File: src/rtl/raster_pkg.sv
// raster_pkg: shared register indices and the segment type for the raster
// timing generator. Assumes eight timing registers in a fixed index order.
package raster_pkg;
    localparam int NUM_TIMING_REGS = 8;
    localparam int IDX_H_ACT  = 0;
    localparam int IDX_H_FP   = 1;
    localparam int IDX_H_SYNC = 2;
    localparam int IDX_H_BP   = 3;
    localparam int IDX_V_ACT  = 4;
    localparam int IDX_V_FP   = 5;
    localparam int IDX_V_SYNC = 6;
    localparam int IDX_V_BP   = 7;

    typedef enum logic [1:0] {
        SEG_ACTIVE = 2'd0,
        SEG_FRONT  = 2'd1,
        SEG_SYNC   = 2'd2,
        SEG_BACK   = 2'd3
    } seg_e;
endpackage

File: src/rtl/raster_regs.sv
// raster_regs: staged timing registers written by the CPU, plus a working
// copy that the counters use. The working copy takes the staged values only
// on frame_start, i.e. the edge on which both counters wrap.
// Assumes frame_start is a single-cycle strobe from the counter logic.
module raster_regs
    import raster_pkg::*;
#(
    parameter int LEN_W = 12,
    parameter logic [NUM_TIMING_REGS*LEN_W-1:0] RESET_VALUES = '0,
    localparam int AW = $clog2(NUM_TIMING_REGS)
) (
    input  logic                             clk,
    input  logic                             rst_n,
    input  logic                             we,
    input  logic [AW-1:0]                    addr,
    input  logic [LEN_W-1:0]                 wdata,
    output logic [LEN_W-1:0]                 rdata,
    input  logic                             frame_start,
    output logic [NUM_TIMING_REGS*LEN_W-1:0] working
);
    logic [LEN_W-1:0] staged [NUM_TIMING_REGS];

    genvar gi;
    generate
        for (gi = 0; gi < NUM_TIMING_REGS; gi++) begin : g_reg
            // Staged copy: reset to its default, loaded on a matching write.
            always_ff @(posedge clk) begin
                if (!rst_n)
                    staged[gi] <= RESET_VALUES[gi*LEN_W +: LEN_W];
                else if (we && (addr == AW'(gi)))
                    staged[gi] <= wdata;
            end

            // Working copy: reset to the default, refreshed at frame start.
            always_ff @(posedge clk) begin
                if (!rst_n)
                    working[gi*LEN_W +: LEN_W] <= RESET_VALUES[gi*LEN_W +: LEN_W];
                else if (frame_start)
                    working[gi*LEN_W +: LEN_W] <= staged[gi];
            end
        end
    endgenerate

    // Readback of the staged register selected by addr.
    always_comb rdata = staged[addr];

    AST_WORKING_FRAME_ONLY: assert property (@(posedge clk) disable iff (!rst_n)
        !frame_start |=> $stable(working));
endmodule

File: src/rtl/raster_axis.sv
// raster_axis: one position counter with four-segment decode, used once per
// pixel for the horizontal axis and once per line for the vertical axis.
// Segment order is visible, front porch, sync, back porch. Lengths may be 0.
// Assumes the lengths change only on an edge where this counter wraps.
module raster_axis
    import raster_pkg::*;
#(
    parameter int LEN_W = 12,
    localparam int POS_W = LEN_W + 2
) (
    input  logic             clk,
    input  logic             rst_n,
    input  logic             step,
    input  logic [LEN_W-1:0] len_act,
    input  logic [LEN_W-1:0] len_fp,
    input  logic [LEN_W-1:0] len_sync,
    input  logic [LEN_W-1:0] len_bp,
    output logic [POS_W-1:0] pos,
    output logic             in_act,
    output logic             in_sync,
    output logic             wrap
);
    logic [POS_W-1:0] end_act, end_fp, end_sync, total;
    seg_e             seg;

    // Cumulative segment boundaries; a zero length gives an empty range.
    always_comb begin
        end_act  = POS_W'(len_act);
        end_fp   = end_act + POS_W'(len_fp);
        end_sync = end_fp + POS_W'(len_sync);
        total    = end_sync + POS_W'(len_bp);
    end

    // Segment decode from the current position.
    always_comb begin
        if (pos < end_act)       seg = SEG_ACTIVE;
        else if (pos < end_fp)   seg = SEG_FRONT;
        else if (pos < end_sync) seg = SEG_SYNC;
        else                     seg = SEG_BACK;
        in_act  = (seg == SEG_ACTIVE);
        in_sync = (seg == SEG_SYNC);
    end

    // Wrap strobe on the last position of the period.
    always_comb wrap = step && ((pos + POS_W'(1)) >= total);

    // Position counter: advance on step, return to zero on wrap.
    always_ff @(posedge clk) begin
        if (!rst_n)    pos <= '0;
        else if (wrap) pos <= '0;
        else if (step) pos <= pos + POS_W'(1);
    end

    AST_POS_IN_PERIOD: assert property (@(posedge clk) disable iff (!rst_n)
        (total == '0) || (pos < total));
    AST_WRAP_RESTARTS: assert property (@(posedge clk) disable iff (!rst_n)
        wrap |=> (pos == '0));
    AST_HOLD_WITHOUT_STEP: assert property (@(posedge clk) disable iff (!rst_n)
        !step |=> $stable(pos));
endmodule

File: src/rtl/raster_timing.sv
// raster_timing: programmable raster sync generator. Combines the register
// bank with a horizontal and a vertical axis counter, and derives the sync,
// display-enable and retrace outputs. Assumes clk is the pixel clock.
module raster_timing
    import raster_pkg::*;
#(
    parameter int LEN_W            = 12,
    parameter bit SYNC_ACTIVE_HIGH = 1'b1,
    parameter int DEF_H_ACT        = 1920,
    parameter int DEF_H_FP         = 205,
    parameter int DEF_H_SYNC       = 50,
    parameter int DEF_H_BP         = 255,
    parameter int DEF_V_ACT        = 1080,
    parameter int DEF_V_FP         = 2,
    parameter int DEF_V_SYNC       = 55,
    parameter int DEF_V_BP         = 2,
    localparam int POS_W           = LEN_W + 2,
    localparam int AW              = $clog2(NUM_TIMING_REGS)
) (
    input  logic             clk,
    input  logic             rst_n,
    input  logic             cfg_we,
    input  logic [AW-1:0]    cfg_addr,
    input  logic [LEN_W-1:0] cfg_wdata,
    output logic [LEN_W-1:0] cfg_rdata,
    output logic             hsync,
    output logic             vsync,
    output logic             disp_en,
    output logic             hretrace,
    output logic [POS_W-1:0] pix_x,
    output logic [POS_W-1:0] line_y
);
    localparam logic [NUM_TIMING_REGS*LEN_W-1:0] RESET_VALUES = {
        LEN_W'(DEF_V_BP), LEN_W'(DEF_V_SYNC), LEN_W'(DEF_V_FP), LEN_W'(DEF_V_ACT),
        LEN_W'(DEF_H_BP), LEN_W'(DEF_H_SYNC), LEN_W'(DEF_H_FP), LEN_W'(DEF_H_ACT)};

    logic [NUM_TIMING_REGS*LEN_W-1:0] working;
    logic h_act, h_sync, h_wrap;
    logic v_act, v_sync, v_wrap;
    logic frame_start;

    // Frame boundary: last pixel of the last line.
    always_comb frame_start = h_wrap && v_wrap;

    raster_regs #(.LEN_W(LEN_W), .RESET_VALUES(RESET_VALUES)) u_regs (
        .clk(clk), .rst_n(rst_n), .we(cfg_we), .addr(cfg_addr),
        .wdata(cfg_wdata), .rdata(cfg_rdata), .frame_start(frame_start),
        .working(working));

    raster_axis #(.LEN_W(LEN_W)) u_horiz (
        .clk(clk), .rst_n(rst_n), .step(1'b1),
        .len_act (working[IDX_H_ACT*LEN_W  +: LEN_W]),
        .len_fp  (working[IDX_H_FP*LEN_W   +: LEN_W]),
        .len_sync(working[IDX_H_SYNC*LEN_W +: LEN_W]),
        .len_bp  (working[IDX_H_BP*LEN_W   +: LEN_W]),
        .pos(pix_x), .in_act(h_act), .in_sync(h_sync), .wrap(h_wrap));

    raster_axis #(.LEN_W(LEN_W)) u_vert (
        .clk(clk), .rst_n(rst_n), .step(h_wrap),
        .len_act (working[IDX_V_ACT*LEN_W  +: LEN_W]),
        .len_fp  (working[IDX_V_FP*LEN_W   +: LEN_W]),
        .len_sync(working[IDX_V_SYNC*LEN_W +: LEN_W]),
        .len_bp  (working[IDX_V_BP*LEN_W   +: LEN_W]),
        .pos(line_y), .in_act(v_act), .in_sync(v_sync), .wrap(v_wrap));

    // Output decode: polarity, display enable and the retrace flag.
    always_comb begin
        hsync    = SYNC_ACTIVE_HIGH ? h_sync : !h_sync;
        vsync    = SYNC_ACTIVE_HIGH ? v_sync : !v_sync;
        disp_en  = h_act && v_act;
        hretrace = !h_act;
    end

    AST_SYNC_BLANKED: assert property (@(posedge clk) disable iff (!rst_n)
        (hsync == SYNC_ACTIVE_HIGH) |-> (hretrace && !disp_en));
    AST_LINE_STEP: assert property (@(posedge clk) disable iff (!rst_n)
        (pix_x != '0) |=> ($stable(line_y) || (pix_x == '0)));
endmodule

File: config.mk
export PLATFORM = sky130hd
export DESIGN_NAME = raster_timing
export DESIGN_NICKNAME = d
export VERILOG_FILES = /design/src/rtl/raster_pkg.sv /design/src/rtl/raster_regs.sv /design/src/rtl/raster_axis.sv /design/src/rtl/raster_timing.sv
export SDC_FILE = /design/constraint.sdc
export NUM_CORES = 1
export LEC_CHECK = 0
export ABC_AREA = 1
export BUFFER_PORTS_ARGS = -buffer_cell sky130_fd_sc_hd__buf_2
export CORE_MARGIN = 1
export CORE_UTILIZATION = 42
export DETAILED_ROUTE_END_ITERATION = 12
export GPL_TIMING_DRIVEN = 0
export PLACE_DENSITY_LB_ADDON = 0.12
export SYNTH_ARGS = -nofsm -noshare
export SYNTH_HDL_FRONTEND = slang
export SYNTH_HIERARCHICAL = 1
export SYNTH_SLANG_ARGS = --single-unit
File: constraint.sdc
create_clock -name clk -period 5.1 [get_ports clk]
set_input_delay 0.765 -clock clk [delete_from_list [all_inputs] [get_ports clk]]
set_output_delay 0.765 -clock clk [all_outputs]
set_load 0.01 [all_outputs]
==> impl_metrics.yaml, run 1 <==
outcome:
  status: "finished, violations left"
  violations: "negative setup slack"
global_route:
  use_met2: 0.419
  overflow: 0
  use_met3: 0.0326
  busiest_layer: "met2"
  grt_max_degree: 14
  grt_use_total: 0.258
  gr-usage-met1: 0.365
  grt_pass1_wl_mm: 76.3
  antenna_found_initial: 0
  grt_pass1_vias: 13900
floorplan:
  core_um2: 36500
  row_count: 70
  die-width_um: 195
  ios: 62
  dieArea_um2: 37900
  initial_utilization: 0.427
  die_h_um: 195
pwr:
  power.share.combinational: 0.111
  power_frac_clock: 0.434
  power_mw: 4.39
  internal-power_mw: 3.22
  p_switching_mw: 1.17
  seqPwrFrac: 0.454
  leakage_nw: 9.77
  p_per_area_nw_per_um2: 217
  ir_drop_mv: 0.247
  swShare: 0.266
cells_and_area:
  diodes: 0
  nets: 2531
  area_delta_synth_final_pct: 29.6
  stdcell_count: 2816
  layout-drive-gt1-share: 0.255
  design_area_um2: 20200
routing:
  ant_nets: 0
  vias_per_cell: 5.16
  drt_iter0_drc: 791
  vias: 14500
  routed_wl_mm: 50.0
  wl_per_cell_um: 17.7
  firstDrtPassIters: 5
  drc: 0
yosys:
  synth_edf_count: 96
  synth_nets: 2358
  synthFlopType: "dfxtp_1"
  syn_inst: 2156
  syn_area_per_cell_um2: 7.23
  async_reset_ff_frac: 0
  synth_seq_cells: 220
  yosysTopAreaCell: "edfxtp_1"
  seq_area_frac_synth: 0.344
  synthesis.area_um2: 15600
  ys.warnings.count: 6
  netlist_top_cells_area: "edfxtp_1 19%, dfxtp_1 16%, nand2_1 16%, ha_1 14%, nor2_1 7.1%"
  synth.distinct_cells: 43
  synth_top_area_share: 0.185
timing:
  period_minus_slack_ps: 5710
  max_slew.worst_pin.slew_ps: 933
  worst_slack_ps: -606
  hold_violations: 0
  rsz0062_at_grt: "yes"
  drv_slew: 0
  finalClockSkew_ps: 14.7
  slew-limit-headroom: 0.378
  setup_viol: 117
  timing.fmax_mhz: 175
  fin_crit_sh: 1.12
setup_path:
  cp_max_fo: 7
  critPathRequiredTime_ps: 5510
  path_buf_inv: 12
  cp-end-kind: "register"
  cpMaxStageDelayCell: "dfxtp_4"
  cpPeakStageDelay_ps: 390
  cpLargestDelayFamily: "adder cells"
  critPathKind: "register to register"
  critPathLaunchType: "register"
  cp.arrival_ps: 6120
placed_design:
  finalWeightedCongestion: 0.940
  io_buffer_count: 59
  placed_area_um2: 16600
  dp_cells: 2687
  dp_hpwl_mm: 37.3
clock_network:
  clk_pin_slew_ps: 60
  cts_buffers: 25
  htree_levels: 1
  clockBufferDepth: 3
  cts_tree: "built"
  cts_root_buf: "clkbuf_16"
  insertion_delay_ps: 560
  clock-sinks: 220
run:
  cap_violations: 0
worst_hold_path:
  min_path_type: "register to register"
==> registers in the layout, summed over array words and instances (netlist names) <==
signal,cells
u_regs/staged,96
u_regs/working,96
u_horiz/pos,14
u_vert/pos,14
==> worst paths after layout <==
check | from | endpoint | slack (ps) | cells after the start
setup / recovery | u_regs/working[0]$_SDFFE_PN0P_ | u_regs/working[36]$_SDFFE_PN1P_ | -610 | 44
hold / removal | u_regs/working[74]$_SDFFE_PN1P_ | u_regs/working[74]$_SDFFE_PN1P_ | 480 | 2
setup reg to reg | u_regs/working[0]$_SDFFE_PN0P_ | u_regs/working[36]$_SDFFE_PN1P_ | -610 | 44
hold reg to reg | u_regs/working[74]$_SDFFE_PN1P_ | u_regs/working[74]$_SDFFE_PN1P_ | 480 | 2
==> metrics by stage <==
stage / hold WS [ps] / setup slack (ps) / util / setup TNS [ps]
after floorplan: 433 / -10.4 / - / -248
after global placement: 461 / -1380 / 0.454 / -145490
after detailed placement: 463 / -1430 / 0.455 / -151460
after CTS: 482 / -500 / 0.528 / -49870
after global routing: 505 / -899 / 0.553 / -90820
final: 482 / -606 / 0.553 / -55950
==> cell type report <==
cell class                 count  area [µm²]
multi-input combinational   1644       10600
timing repair buffer         146        1240
clock inverter                11         134
sequential                   220        5390
tap                          468         586
fill                        3464       16300
buffer                        58         584
inverter                     233         906
clock buffer                  35         756
timing repair inverter         1        7.51
==> cells in the mapped netlist, types with 12 or more instances <==
cell type / count
a21oi_1: 102
buf_2: 17
clkbuf_1: 30
dfxtp_1: 124
edfxtp_1: 96
ha_1: 178
inv_1: 221
inv_2: 12
nand2_1: 655
nand3_1: 92
nand4_1: 20
nor2_1: 293
nor3_1: 15
o21ai_0: 114
o21ai_1: 16
xnor2_1: 34
xor2_1: 38
==> tightest hold or removal path, delay by kind of cell (launching register included) <==
| kind | cells | cell delay [ps] |
|---|---|---|
| and+or+nand+nor | 2 | 110 |
| DFF | 1 | 340 |
==> cell usage in the layout, fill, tap and decap left out, drive strengths merged, types with 6 or more instances in the layout <==
master  instances
o21ai         138
inv           234
nand2         661
nand4          20
nor3           21
a21oi         102
nor2          308
xnor2          34
ha            178
clkbuf         73
fa              6
dfxtp         124
buf           165
edfxtp         96
a21boi          7
nand3          97
clkinv          7
xor2           40
o211ai          6
==> cell families after synthesis <==
kind of cell,Yosys count,share of synthesized area
and+or+nand+nor,1113,0.292
buffers and inverters,292,0.0754
AOI/OAI and AO/OA,270,0.0933
DFF,220,0.344
adders and majority gates,184,0.151
xor gates and xnor gates,74,0.0426
muxes,2,0.00128
other,1,0.000241
==> metal layers <==
| layer | wire, µm | share of wire |
|---|---|---|
| met4 | 947 | 0.019 |
| met1 | 24100 | 0.48 |
| met2 | 22600 | 0.45 |
| met3 | 2310 | 0.046 |
| met5 | 0 | 0 |
==> power groups by stage <==
stage / registers [mW] / clock network, mW / logic (mW)
after global placement: 2.02 / 0 / 0.425
after global routing: 2.00 / 2.01 / 0.543
after floorplan: 1.99 / 0 / 0.285
after detailed placement: 2.02 / 0 / 0.435
final: 2.00 / 1.91 / 0.489
after CTS: 1.99 / 1.95 / 0.469
==> timing repair <==
item	in CTS	in global routing
setup endpoints to repair	126	126
hold buffers	0	0
setup buffers	50	18
pin swaps	95	96
cloned	13	6
resized for setup	336	176
(Power assumes the default switching activity.)
==> run 2: changes to the inputs <==
clock period = 7.1 ns   (was 5.1 ns; I/O delays follow)
==> impl_metrics.yaml, run 2 (synthesis results as in run 1) <==
routing:
  drc: 0
  vias_per_cell: 5.14
  wl_per_cell_um: 16.8
  firstDrtPassIters: 5
  ant_nets: 0
  routed_wl_mm: 46.0
  vias: 14100
  drt_iter0_drc: 995
setup_path:
  cpMaxStageDelayCell: "fa_1"
  critPathRequiredTime_ps: 7540
  critPathLaunchType: "register"
  cpPeakStageDelay_ps: 430
  critPathKind: "register to register"
  cp_max_fo: 10
  cp-end-kind: "register"
  r2r_cells: 46
  cp.arrival_ps: 7070
  crit_top_cell: "nand2_1"
clock_network:
  cts_buffers: 26
  clk_pin_slew_ps: 60
  cts_root_buf: "clkbuf_16"
  cts_tree: "built"
  htree_levels: 1
  cts-hold-fix-buffers: 0
  clock-sinks: 220
  insertion_delay_ps: 560
  clockBufferDepth: 3
run:
  cap_violations: 0
cells_and_area:
  diodes: 0
  largestRegisters: "u_regs/staged x96, u_regs/working x96"
  mostFrequentLayoutCells: "655 x nand2_1, 292 x nor2_1, 221 x inv_1"
  area_delta_synth_final_pct: 11.8
  final_common_cell: "nand2_1"
  layout-drive-gt1-share: 0.0903
  nets: 2451
timing:
  period_minus_slack_ps: 6630
  drv_slew: 0
  max_slew.worst_pin.slew_ps: 809
  timing.fmax_mhz: 151
  worst_slack_ps: 470
  finalClockSkew_ps: 13.7
  hold_violations: 0
  slew-limit-headroom: 0.461
  setup_viol: 0
  fin_crit_sh: 0.934
pwr:
  ir_drop_mv: 0.207
  leakage_nw: 8.95
  power_mw: 3.06
  p_per_area_nw_per_um2: 176
floorplan:
  die-width_um: 195
  die_h_um: 195
  row_count: 70
  ios: 62
  core_um2: 36500
  initial_utilization: 0.427
  dieArea_um2: 37900
global_route:
  grt_use_total: 0.245
  antenna_found_initial: 0
  grt_max_degree: 15
  grt_pass1_wl_mm: 72.7
  grt_pass1_vias: 13500
  overflow: 0
placed_design:
  finalWeightedCongestion: 0.935
  dp_slack_ps: -34.4
  io_buffer_count: 59
  dp_hpwl_mm: 37.0
worst_hold_path:
  min_path_type: "register to register"
  hold_depth: 2
outcome:
  status: "finished, final reports clean"
[run 2: what timing repair did]
| action | in CTS | in global routing |
|---|---|---|
| gates resized for setup | 3 | 15 |
| hold endpoints to repair | 0 | 0 |
| pin swaps | 0 | 4 |
| setup buffers | 0 | 2 |
| setup endpoints to repair | 40 | 96 |
[run 2: path summary, 6_finish.rpt]
check	start	slack (ps)	end
max	u_regs/working[0]$_SDFFE_PN0P_	470	u_regs/working[44]$_SDFFE_PN0P_
max reg2reg	u_regs/working[0]$_SDFFE_PN0P_	470	u_regs/working[44]$_SDFFE_PN0P_
min reg2reg	u_regs/working[72]$_SDFFE_PN1P_	470	u_regs/working[72]$_SDFFE_PN1P_
min	u_regs/working[72]$_SDFFE_PN1P_	470	u_regs/working[72]$_SDFFE_PN1P_
[run 2: where the power goes]
part	total (mW)	internal, mW	switching (mW)	leakage (nW)
sequential	1.42	1.37	0.0550	1.94
clock	1.32	0.760	0.564	0.425
combinational	0.313	0.103	0.211	6.58
total	3.06	2.23	0.830	8.95
[run 2: area by class of cell]
class	instances	area, µm²
Inverter	233	875
Timing Repair Buffer	65	348
Multi-Input combinational cell	1644	9080
Clock buffer	30	707
Fill cell	3728	19100
Tap cell	468	586
Sequential cell	220	5370
Buffer	59	310
Clock inverter	18	159
[run 2: through the flow]
| stage | hold slack [ps] | instance area [µm²] | instances | utilization | setup TNS, ps |
|---|---|---|---|---|---|
| after floorplan | 433 | 15600 | 2156 | - | 0 |
| after global placement | 455 | 16500 | 2683 | 0.451 | -1.85 |
| after detailed placement | 453 | 16500 | 2687 | 0.452 | -286 |
| after CTS | 471 | 17400 | 2735 | 0.476 | 0 |
| after global routing | 497 | 17400 | 2737 | 0.477 | -10.3 |
| final | 475 | 17400 | 2737 | 0.477 | 0 |
[run 2: per-layer routing]
| metal | track usage | vias to the layer above | wire length, µm |
|---|---|---|---|
| met5 | 0 | - | 0 |
| met4 | 0.0523 | 0 | 836 |
| met3 | 0.0324 | 40 | 2770 |
| met2 | 0.386 | 381 | 19900 |
| met1 | 0.356 | 6483 | 22500 |
| li1 | - | 7162 | - |
[run 2: critical path: cells and delay by family (launching register included)]
kind / cells / cell delay (ps)
AO/OA/AOI/OAI: 4 / 650
XOR/XNOR: 2 / 340
adder cells (fa/ha/maj): 5 / 1640
buffers and inverters: 13 / 1490
flip-flops: 1 / 410
AND/OR/NAND/NOR: 22 / 1990
==> run 3: changes to the inputs <==
SETUP_SLACK_MARGIN = 0.1   (was unset)
clock period = 8.5 ns   (was 7.1 ns; I/O delays follow)
==> impl_metrics.yaml, run 3 (synthesis results as in run 1) <==
outcome:
  status: "finished, final reports clean"
clock_network:
  htree_levels: 1
  cts-hold-fix-buffers: 0
  clockBufferDepth: 3
  insertion_delay_ps: 560
  cts_root_buf: "clkbuf_16"
  cts_buffers: 26
  cts-resized-gates: 0
  clk_pin_slew_ps: 60
  cts_tree: "built"
  clock-sinks: 220
  postCtsSetupBuffers: 0
routing:
  firstDrtPassIters: 7
  vias_per_cell: 5.14
  drc: 0
  drt_iter0_drc: 1070
  ant_nets: 0
  wl_per_cell_um: 16.8
  vias: 14100
  routed_wl_mm: 45.9
timing:
  hold_violations: 0
  finalClockSkew_ps: 14.2
  final.setup.tns_ps: 0
  max_slew.worst_pin.slew_ps: 811
  period_minus_slack_ps: 7170
  setup_viol: 0
  slew-limit-headroom: 0.460
  rsz0062_at_grt: "no"
  timing.fmax_mhz: 139
  drv_slew: 0
  hold_ws_ps: 472
  fin_crit_sh: 0.843
run:
  cap_violations: 0
pwr:
  p_per_area_nw_per_um2: 147
  ir_drop_mv: 0.173
  leakage_nw: 8.92
setup_path:
  r2r_cells: 45
  cpPeakStageDelay_ps: 490
  critPathRequiredTime_ps: 8990
  critPathLaunchType: "register"
  cpMaxStageDelayCell: "dfxtp_1"
  cp-end-kind: "register"
  crit_top_cell: "nand2_1"
  r2r-start: "u_regs/working[0]$_SDFFE_PN0P_"
  cp_max_fo: 10
  cp.arrival_ps: 7660
  critPathKind: "register to register"
  r2r-end: "u_regs/working[45]$_SDFFE_PN0P_"
  critPathLaunch: "u_regs/working[0]$_SDFFE_PN0P_"
  reg2reg_setup_slack_ps: 1330
cells_and_area:
  multiInputGateArea_um2: 9040
  area_delta_synth_final_pct: 11.5
  final_common_cell: "nand2_1"
  regArea_um2: 5370
  diodes: 0
  layout-drive-gt1-share: 0.0847
  fill_cells: 3733
  largestRegisters: "u_regs/staged x96, u_regs/working x96"
  mostFrequentLayoutCells: "655 x nand2_1, 293 x nor2_1, 221 x inv_1"
  nets: 2449
worst_hold_path:
  worstHoldStart: "u_regs/working[72]$_SDFFE_PN1P_"
  min_path_type: "register to register"
  hold_depth: 2
  holdPathEnd: "u_regs/working[72]$_SDFFE_PN1P_"
placed_design:
  io_buffer_count: 59
  finalWeightedCongestion: 0.935
  dp_hpwl_mm: 37.0
floorplan:
  die_h_um: 195
  initial_utilization: 0.427
  core_um2: 36500
  row_count: 70
  dieArea_um2: 37900
  ios: 62
  die-width_um: 195
global_route:
  overflow: 0
  grt_pass1_vias: 13500
  grt_max_degree: 15
  antenna_found_initial: 0
  grt_use_total: 0.245
  grt_pass1_wl_mm: 72.7
[run 3: changes by cell type in the layout (fill, tap and decap cells not counted), moves of 2 or more]
cell / previous run / this run
a21oi_1: 100 / 102
clkbuf_1: 27 / 31
clkbuf_2: 4 / 1
buf_4: 12 / 9
a21oi_2: 2 / 0
[run 3: through the flow]
step           setup WS [ps]  instances  total power [mW]  utilization  cell area, µm²
3_3_place_gp            1400       2683              1.46        0.451           16500
4_1_cts                 1330       2735              2.58        0.476           17400
2_1_floorplan           3130       2156              1.36            -           15600
5_1_grt                  741       2735              2.66        0.476           17400
3_5_place_dp            1370       2687              1.47        0.452           16500
6_report                1330       2735              2.55        0.476           17400
[run 3: metal layers]
layer / vias up / track usage / part of all wire
met2: 340 / 0.386 / 0.43
met1: 6505 / 0.356 / 0.50
met5: - / 0 / 0
met3: 44 / 0.0324 / 0.054
li1: 7172 / - / -
met4: 0 / 0.0523 / 0.019
[run 3: area by class of cell]
cell class | count | share of cell area
Buffer | 59 | 0.0173
Inverter | 233 | 0.0504
Clock buffer | 30 | 0.0407
Timing Repair Buffer | 63 | 0.0192
Multi-Input combinational cell | 1644 | 0.521
Clock inverter | 18 | 0.00915
Sequential cell | 220 | 0.309
Tap cell | 468 | 0.0337
[run 3: power by group]
part | internal [mW] | switching, mW
registers | 1.14 | 0.0460
logic | 0.0856 | 0.175
clock network | 0.635 | 0.468
total | 1.86 | 0.689
[run 3: how the worst max path moves through the flow]
stage / slack (ps) / end
floorplan: 3130 / u_regs/working[33]$_SDFFE_PN0P_
global placement: 1400 / u_regs/working[19]$_SDFFE_PN1P_
detailed placement: 1370 / u_regs/working[18]$_SDFFE_PN1P_
CTS: 1330 / u_regs/working[73]$_SDFFE_PN1P_
global route: 740 / u_regs/working[73]$_SDFFE_PN1P_
finish: 1330 / u_regs/working[45]$_SDFFE_PN0P_
[run 3: worst max-delay path, delay by kind of cell, from the launching register on]
kind	cells	cell delay [ps]
compound gates	5	910
xor+xnor	2	630
fa+ha+maj	5	1670
buf+inv	13	1660
flops	1	490
simple gates	20	1750
